--- config.mk ---
export PLATFORM = sky130hd
export DESIGN_NAME = prot_gate
export DESIGN_NICKNAME = d
export VERILOG_FILES = /design/src/rtl/prot_gate_pkg.sv /design/src/rtl/prot_cmd_decode.sv /design/src/rtl/prot_flags.sv /design/src/rtl/prot_wr_timer.sv /design/src/rtl/prot_gate.sv
export SDC_FILE = /design/constraint.sdc
export NUM_CORES = 1
export LEC_CHECK = 0
export BUFFER_PORTS_ARGS = -buffer_cell sky130_fd_sc_hd__buf_2
export CAP_MARGIN = 20
export CORE_MARGIN = 3
export CORE_UTILIZATION = 30
export CTS_CLUSTER_DIAMETER = 60
export DETAILED_ROUTE_END_ITERATION = 6
export GPL_TIMING_DRIVEN = 0
export SLEW_MARGIN = 20
export SYNTH_ARGS = -nofsm -noshare
export SYNTH_HDL_FRONTEND = slang
export SYNTH_SLANG_ARGS = --single-unit
export TNS_END_PERCENT = 5
--- constraint.sdc ---
create_clock -name clk -period 4.8 [get_ports clk]
set_clock_uncertainty 0.1 [all_clocks]
set_input_delay 0.72 -clock clk [delete_from_list [all_inputs] [get_ports clk]]
set_output_delay 0.72 -clock clk [all_outputs]
set_load 0.02 [all_outputs]
--- src/rtl/prot_gate_pkg.sv ---
package prot_gate_pkg;

  typedef enum logic [2:0] {
    SK_NONE,
    SK_ARR_WR,
    SK_READ,
    SK_EXT_WR,
    SK_PROT_WR
  } sess_kind_e;

  typedef enum logic [1:0] {
    OP_NONE,
    OP_SET_PERM,
    OP_SET_REV,
    OP_CLR_REV
  } prot_op_e;

  localparam logic [3:0] CODE_ARRAY = 4'hA;
  localparam logic [3:0] CODE_EXT   = 4'hB;
  localparam logic [3:0] CODE_PROT  = 4'h6;

  localparam logic [2:0] SEL_SET_REV = 3'b001;
  localparam logic [2:0] SEL_CLR_REV = 3'b011;

endpackage

--- src/rtl/prot_cmd_decode.sv ---
module prot_cmd_decode
  import prot_gate_pkg::*;
(
  input  logic       busy,
  input  logic       perm,
  input  logic       rev,
  input  logic [3:0] code,
  input  logic       rd,
  input  logic [2:0] sel,
  input  logic       hv,
  output logic       ack,
  output sess_kind_e kind,
  output prot_op_e   op
);

  logic       raw_ack;
  sess_kind_e raw_kind;
  prot_op_e   raw_op;

  always_comb begin
    raw_ack  = 1'b0;
    raw_kind = SK_NONE;
    raw_op   = OP_NONE;
    unique case (code)
      CODE_ARRAY: begin
        raw_ack  = 1'b1;
        raw_kind = rd ? SK_READ : SK_ARR_WR;
      end
      CODE_EXT: begin
        raw_ack  = 1'b1;
        raw_kind = rd ? SK_READ : SK_EXT_WR;
      end
      CODE_PROT: begin
        if (!perm) begin
          if (rd) begin
            raw_ack  = hv ? !rev : 1'b1;
            raw_kind = SK_READ;
          end else if (!hv) begin
            raw_ack  = 1'b1;
            raw_kind = SK_PROT_WR;
            raw_op   = OP_SET_PERM;
          end else if (sel == SEL_SET_REV) begin
            raw_ack  = !rev;
            raw_kind = SK_PROT_WR;
            raw_op   = OP_SET_REV;
          end else if (sel == SEL_CLR_REV) begin
            raw_ack  = 1'b1;
            raw_kind = SK_PROT_WR;
            raw_op   = OP_CLR_REV;
          end
        end
      end
      default: ;
    endcase
  end

  assign ack  = raw_ack && !busy;
  assign kind = ack ? raw_kind : SK_NONE;
  assign op   = ack ? raw_op : OP_NONE;

endmodule

--- src/rtl/prot_flags.sv ---
module prot_flags
  import prot_gate_pkg::*;
(
  input  logic     clk,
  input  logic     por_n,
  input  logic     apply,
  input  prot_op_e op,
  output logic     perm,
  output logic     rev
);

  logic perm_q, rev_q;

  always_ff @(posedge clk or negedge por_n) begin
    if (!por_n) begin
      perm_q <= 1'b0;
      rev_q  <= 1'b0;
    end else if (apply) begin
      unique case (op)
        OP_SET_PERM: perm_q <= 1'b1;
        OP_SET_REV:  rev_q  <= 1'b1;
        OP_CLR_REV:  rev_q  <= 1'b0;
        default: ;
      endcase
    end
  end

  assign perm = perm_q;
  assign rev  = rev_q;


  perm_sticky_chk: assert property (@(posedge clk) disable iff (!por_n)
    perm_q |=> perm_q);


  flags_quiet_chk: assert property (@(posedge clk) disable iff (!por_n)
    !apply |=> $stable({perm_q, rev_q}));

endmodule

--- src/rtl/prot_wr_timer.sv ---
module prot_wr_timer #(
  parameter int CYCLES = 40
) (
  input  logic clk,
  input  logic por_n,
  input  logic soft_rst,
  input  logic start,
  output logic busy,
  output logic done
);

  localparam int CW = (CYCLES > 2) ? $clog2(CYCLES) : 1;

  logic [CW-1:0] cnt_q;
  logic          busy_q;

  always_ff @(posedge clk or negedge por_n) begin
    if (!por_n) begin
      busy_q <= 1'b0;
      cnt_q  <= '0;
    end else if (soft_rst) begin
      busy_q <= 1'b0;
      cnt_q  <= '0;
    end else if (start && !busy_q) begin
      busy_q <= 1'b1;
      cnt_q  <= CW'(CYCLES - 1);
    end else if (busy_q) begin
      if (cnt_q == '0) busy_q <= 1'b0;
      else             cnt_q  <= cnt_q - 1'b1;
    end
  end

  assign busy = busy_q;
  assign done = busy_q && (cnt_q == '0) && !soft_rst;


  timer_launch_chk: assert property (@(posedge clk) disable iff (!por_n)
    (start && !busy_q && !soft_rst) |=> busy_q);

endmodule

--- src/rtl/prot_gate.sv ---
module prot_gate
  import prot_gate_pkg::*;
#(
  parameter int ADDR_W    = 8,
  parameter int PAGE_W    = 4,
  parameter int WR_CYCLES = 40
) (
  input  logic              clk,
  input  logic              por_n,
  input  logic              soft_rst,
  input  logic              hw_wp,
  input  logic              ctl_valid,
  input  logic [3:0]        ctl_code,
  input  logic              ctl_rd,
  input  logic [2:0]        ctl_sel,
  input  logic              a0_hv,
  output logic              ctl_ack,
  input  logic              word_valid,
  input  logic [ADDR_W-1:0] word_addr,
  input  logic              data_valid,
  output logic              byte_we,
  output logic [ADDR_W-1:0] byte_addr,
  input  logic              stop,
  output logic              busy
);

  logic       perm_w, rev_w, wc_busy, wc_done, dec_ack;
  sess_kind_e dec_kind, kind_q;
  prot_op_e   dec_op, op_q, pend_q;
  logic       word_seen_q, data_seen_q;
  logic [ADDR_W-1:0] ptr_q, ptr_step;
  logic       is_write, cycle_start, sw_any, allow;

  prot_cmd_decode u_dec (
    .busy(wc_busy), .perm(perm_w), .rev(rev_w),
    .code(ctl_code), .rd(ctl_rd), .sel(ctl_sel), .hv(a0_hv),
    .ack(dec_ack), .kind(dec_kind), .op(dec_op)
  );

  prot_flags u_flags (
    .clk(clk), .por_n(por_n), .apply(wc_done), .op(pend_q),
    .perm(perm_w), .rev(rev_w)
  );

  prot_wr_timer #(.CYCLES(WR_CYCLES)) u_timer (
    .clk(clk), .por_n(por_n), .soft_rst(soft_rst), .start(cycle_start),
    .busy(wc_busy), .done(wc_done)
  );

  generate
    if (PAGE_W < ADDR_W) begin : g_paged
      assign ptr_step = {ptr_q[ADDR_W-1:PAGE_W], ptr_q[PAGE_W-1:0] + 1'b1};
    end else begin : g_flat
      assign ptr_step = ptr_q + 1'b1;
    end
  endgenerate

  assign is_write    = (kind_q == SK_ARR_WR) || (kind_q == SK_EXT_WR) ||
                       (kind_q == SK_PROT_WR);
  assign cycle_start = stop && !ctl_valid && !word_valid && !data_valid &&
                       data_seen_q && !wc_busy &&
                       ((kind_q == SK_ARR_WR) || (kind_q == SK_PROT_WR));
  assign sw_any      = perm_w || rev_w;
  assign allow       = !hw_wp && !(sw_any && !ptr_q[ADDR_W-1]);

  always_ff @(posedge clk or negedge por_n) begin
    if (!por_n) begin
      kind_q <= SK_NONE; op_q <= OP_NONE; pend_q <= OP_NONE;
      word_seen_q <= 1'b0; data_seen_q <= 1'b0; ptr_q <= '0;
    end else if (soft_rst) begin
      kind_q <= SK_NONE; op_q <= OP_NONE; pend_q <= OP_NONE;
      word_seen_q <= 1'b0; data_seen_q <= 1'b0; ptr_q <= '0;
    end else begin
      if (wc_done) pend_q <= OP_NONE;
      if (ctl_valid) begin
        kind_q      <= dec_kind;
        op_q        <= dec_op;
        word_seen_q <= 1'b0;
        data_seen_q <= 1'b0;
      end else if (word_valid) begin
        if (is_write && !word_seen_q) begin
          word_seen_q <= 1'b1;
          if (kind_q != SK_PROT_WR) ptr_q <= word_addr;
        end
      end else if (data_valid) begin
        if (is_write && word_seen_q) begin
          data_seen_q <= 1'b1;
          if (kind_q == SK_ARR_WR) ptr_q <= ptr_step;
        end
      end else if (stop) begin
        kind_q      <= SK_NONE;
        op_q        <= OP_NONE;
        word_seen_q <= 1'b0;
        data_seen_q <= 1'b0;
        if (cycle_start)
          pend_q <= ((kind_q == SK_PROT_WR) && !hw_wp) ? op_q : OP_NONE;
      end
    end
  end

  assign ctl_ack   = ctl_valid && dec_ack;
  assign byte_we   = data_valid && !ctl_valid && !word_valid && word_seen_q &&
                     (kind_q == SK_ARR_WR) && allow;
  assign byte_addr = ptr_q;
  assign busy      = wc_busy;


  hw_block_chk: assert property (@(posedge clk) disable iff (!por_n)
    hw_wp |-> !byte_we);


  lower_half_chk: assert property (@(posedge clk) disable iff (!por_n)
    (byte_we && (perm_w || rev_w)) |-> byte_addr[ADDR_W-1]);


  busy_nack_chk: assert property (@(posedge clk) disable iff (!por_n)
    busy |-> !ctl_ack);


  soft_rst_idle_chk: assert property (@(posedge clk) disable iff (!por_n)
    soft_rst |=> (!busy && !byte_we));

endmodule

==> metrics <==
status=finished clean; CTS tree=built; Synth Area per Inst=9.61 µm²; PwrDens=220 nW/µm²; VDD IR-drop max=95.5 µV; Switch Pwr=89.3 µW; Antenna Cells=0; CP Max Fanout=3; startpoint types=input pin; Hold Buf Count CTS=0; Crit path required time=3980 ps; CTS HTree Levels=1; quantity of I/O buffers inserted on ports=34; setup bufs post-CTS=0; Final Power=395 µW; fraction of layout cells with a size suffix above 1=26.9%; logic gate share of total power=8.3%; Placement Setup Slack=2050 ps; antenna violations before repair=0; hold_ws=347 ps; worst-skew pair later-pin latency=270 ps; row cnt=25; share of the synthesized area in the top cell type=43.7%; Finish-stage setup viols=0; predominant post-synthesis flop cell=dfrtp_1; die footprint=5850 µm²; DP HPWL=2570 µm; top cells by area, synth=dfrtp_1 (44%), nand2_1 (5.8%), a21oi_1 (4.0%); post-synth cell types=44; GRT overflow=0; 1st-iter DRT viols=49; Detail Route Antenna Nets=0; PnR worst setup slack=2060 ps; number of global-route vias before repair=1269; Net Sw Frac=22.6%; post-synthesis async set-or-reset flop share=100%; register bit total from synthesis=26; met2 Track Usage GR=20.0%; Seq/Total Area, Yosys=43.7%; crit path DAT=1920 ps; gr usage total=12.4%; Cells after Synth=155; final setup TNS=0 ps; Die Wd=76.5 µm; core area=4750 µm²; LEAKAGE=0.000790 µW; Post-Syn Nets=183; # clock sinks=26; largest net degree at the start of global routing=27; CTS Buffer Depth=2; Crit Path Class=in2out; clk root buf=clkbuf_8; internal power=306 µW; DR vias/cell=4.77; number of synthesized flops with an enable pin=0; final slew viol count=0; GR peak layer=met2; DR vias=1241; clock share of power=36.1%; fmax=365 MHz; # resized after CTS=0; cts bufs inserted=3; Flop pwr share=55.6%; Hold Vio Cnt, Final=0; met3 Use GR=2.13%; unrepaired setup endpoints after global routing=false; Initial Utilization=31.3%; Slew headroom=57.5%; grt met1 use=16.4%; number of placed I/O pins=36; WL/cell=12.8 µm; Tmin final=2740 ps; first-pass GRT wire length=5950 µm; Worst-Margin Slew=632 ps; GP Congestion=0.777; DRT Pass-1 Iters=4; Residual DRC=0; max-capacitance violation count=0; cells on worst reg2reg path=4; HP Class=in2async; Die Ht=76.5 µm; Tcrit/Tclk final=57.1%; # nets final=222; Area Growth Syn to Fin=20.7%; WL final=3320 µm; Ys Warns=0; Mapped Area=1490 µm²; area leader, netlist=dfrtp_1; CTS clk-pin slew, worst paths=90 ps; element type at the critical path end=primary output
-- final cells by class --
| class | count | area, µm² |
|---|---|---|
| Tap cell | 67 | 83.8 |
| Multi-Input combinational cell | 117 | 788 |
| Sequential cell | 26 | 651 |
| Clock buffer | 4 | 55.1 |
| Fill cell | 509 | 2960 |
| Buffer | 6 | 28.8 |
| Timing Repair Buffer | 34 | 170 |
| Inverter | 6 | 22.5 |
-- Yosys cell counts, types with 2 or more instances --
cell type  count
a32o_1         3
nor2b_1        4
xnor2_1        2
o21ai_0        5
ha_1           3
nand3_1        3
nor3_1         4
nand2b_1       7
a221oi_2       3
nand2_1       23
a31oi_1        5
mux2i_1        2
nor4_1         2
buf_2          2
dfrtp_1       26
a21oi_1       12
a211oi_1       2
nand4b_1       2
o22ai_1        2
nor2_1         7
inv_1          6
a22o_1         2
nor3b_2        2
or3_1          4
clkbuf_1       3
-- metal layers --
layer | vias to the layer above | routed length (µm)
li1 | 647 | -
met1 | 565 | 1610
met2 | 25 | 1540
met3 | 4 | 118
met4 | 0 | 50
met5 | - | 0
-- power by group through the flow --
stage	Combinational (µW)	Sequential, µW	Clock, µW
2_1_floorplan	13.8	224	0
6_report	32.9	220	143
3_5_place_dp	33.5	224	0
4_1_cts	33.6	220	147
3_3_place_gp	33.5	224	0
5_1_grt	37.7	220	156
-- flip-flops by register name (all words and copies together) (netlist names) --
register       flops
kind_q             3
pend_q             2
u_timer.busy       1
word_seen_q        1
op_q               2
byte_addr          8
data_seen_q        1
u_flags.perm       1
u_timer.cnt_q      6
u_flags.rev        1
-- kinds of logic after synthesis --
logic type | count (synthesis) | share of synthesized area [%]
buffers and inverters | 12 | 3.44
XOR/XNOR | 3 | 1.76
adder cells (fa/ha/maj) | 3 | 2.52
flip-flops | 26 | 43.7
AO/OA/AOI/OAI | 41 | 20.5
AND/OR/NAND/NOR | 67 | 25.8
multiplexers | 3 | 2.35
-- through the flow --
stage / std cells / utilization, % / area, µm²
4_1_cts: 260 / 37.8 / 1800
3_3_place_gp: 256 / 36.7 / 1740
6_report: 260 / 37.8 / 1800
5_1_grt: 260 / 37.8 / 1800
2_1_floorplan: 155 / - / 1490
3_5_place_dp: 256 / 36.7 / 1740
-- final timing paths --
| path | from | end | slack, ps |
|---|---|---|---|
| worst max-delay path | ctl_sel[2] | ctl_ack | 2060 |
| worst min-delay path | por_n | u_timer.cnt_q[4] | 350 |
| worst max register to register | u_timer.cnt_q[3] | u_timer.cnt_q[1] | 3030 |
| worst min register to register | pend_q[0] | u_flags.rev | 390 |
| max in group asynchronous | por_n | kind_q[0] | 3870 |
| min in group clk | pend_q[0] | u_flags.rev | 390 |
-- placed cells by master (no fill, tap or decap), types with 3 or more instances in the layout --
master | Yosys | routed
nand2_1 | 23 | 23
or3_1 | 4 | 4
inv_1 | 6 | 6
buf_2 | 2 | 36
a21oi_1 | 12 | 12
nand3_1 | 3 | 3
dfrtp_1 | 26 | 26
a32o_1 | 3 | 3
nor3_1 | 4 | 4
clkbuf_8 | 0 | 4
nor2b_1 | 4 | 4
a31oi_1 | 5 | 5
nor2_1 | 7 | 7
clkbuf_1 | 3 | 3
nand2b_1 | 7 | 7
ha_1 | 3 | 3
o21ai_0 | 5 | 5
a221oi_2 | 3 | 3
-- worst max-delay path, stage by stage --
cell	delay, ps
buf_2	90
nor2b_1	180
o22ai_1	130
a2111o_1	470
a21oi_1	150
buf_2	170
Power figures use the tool's default switching activity.
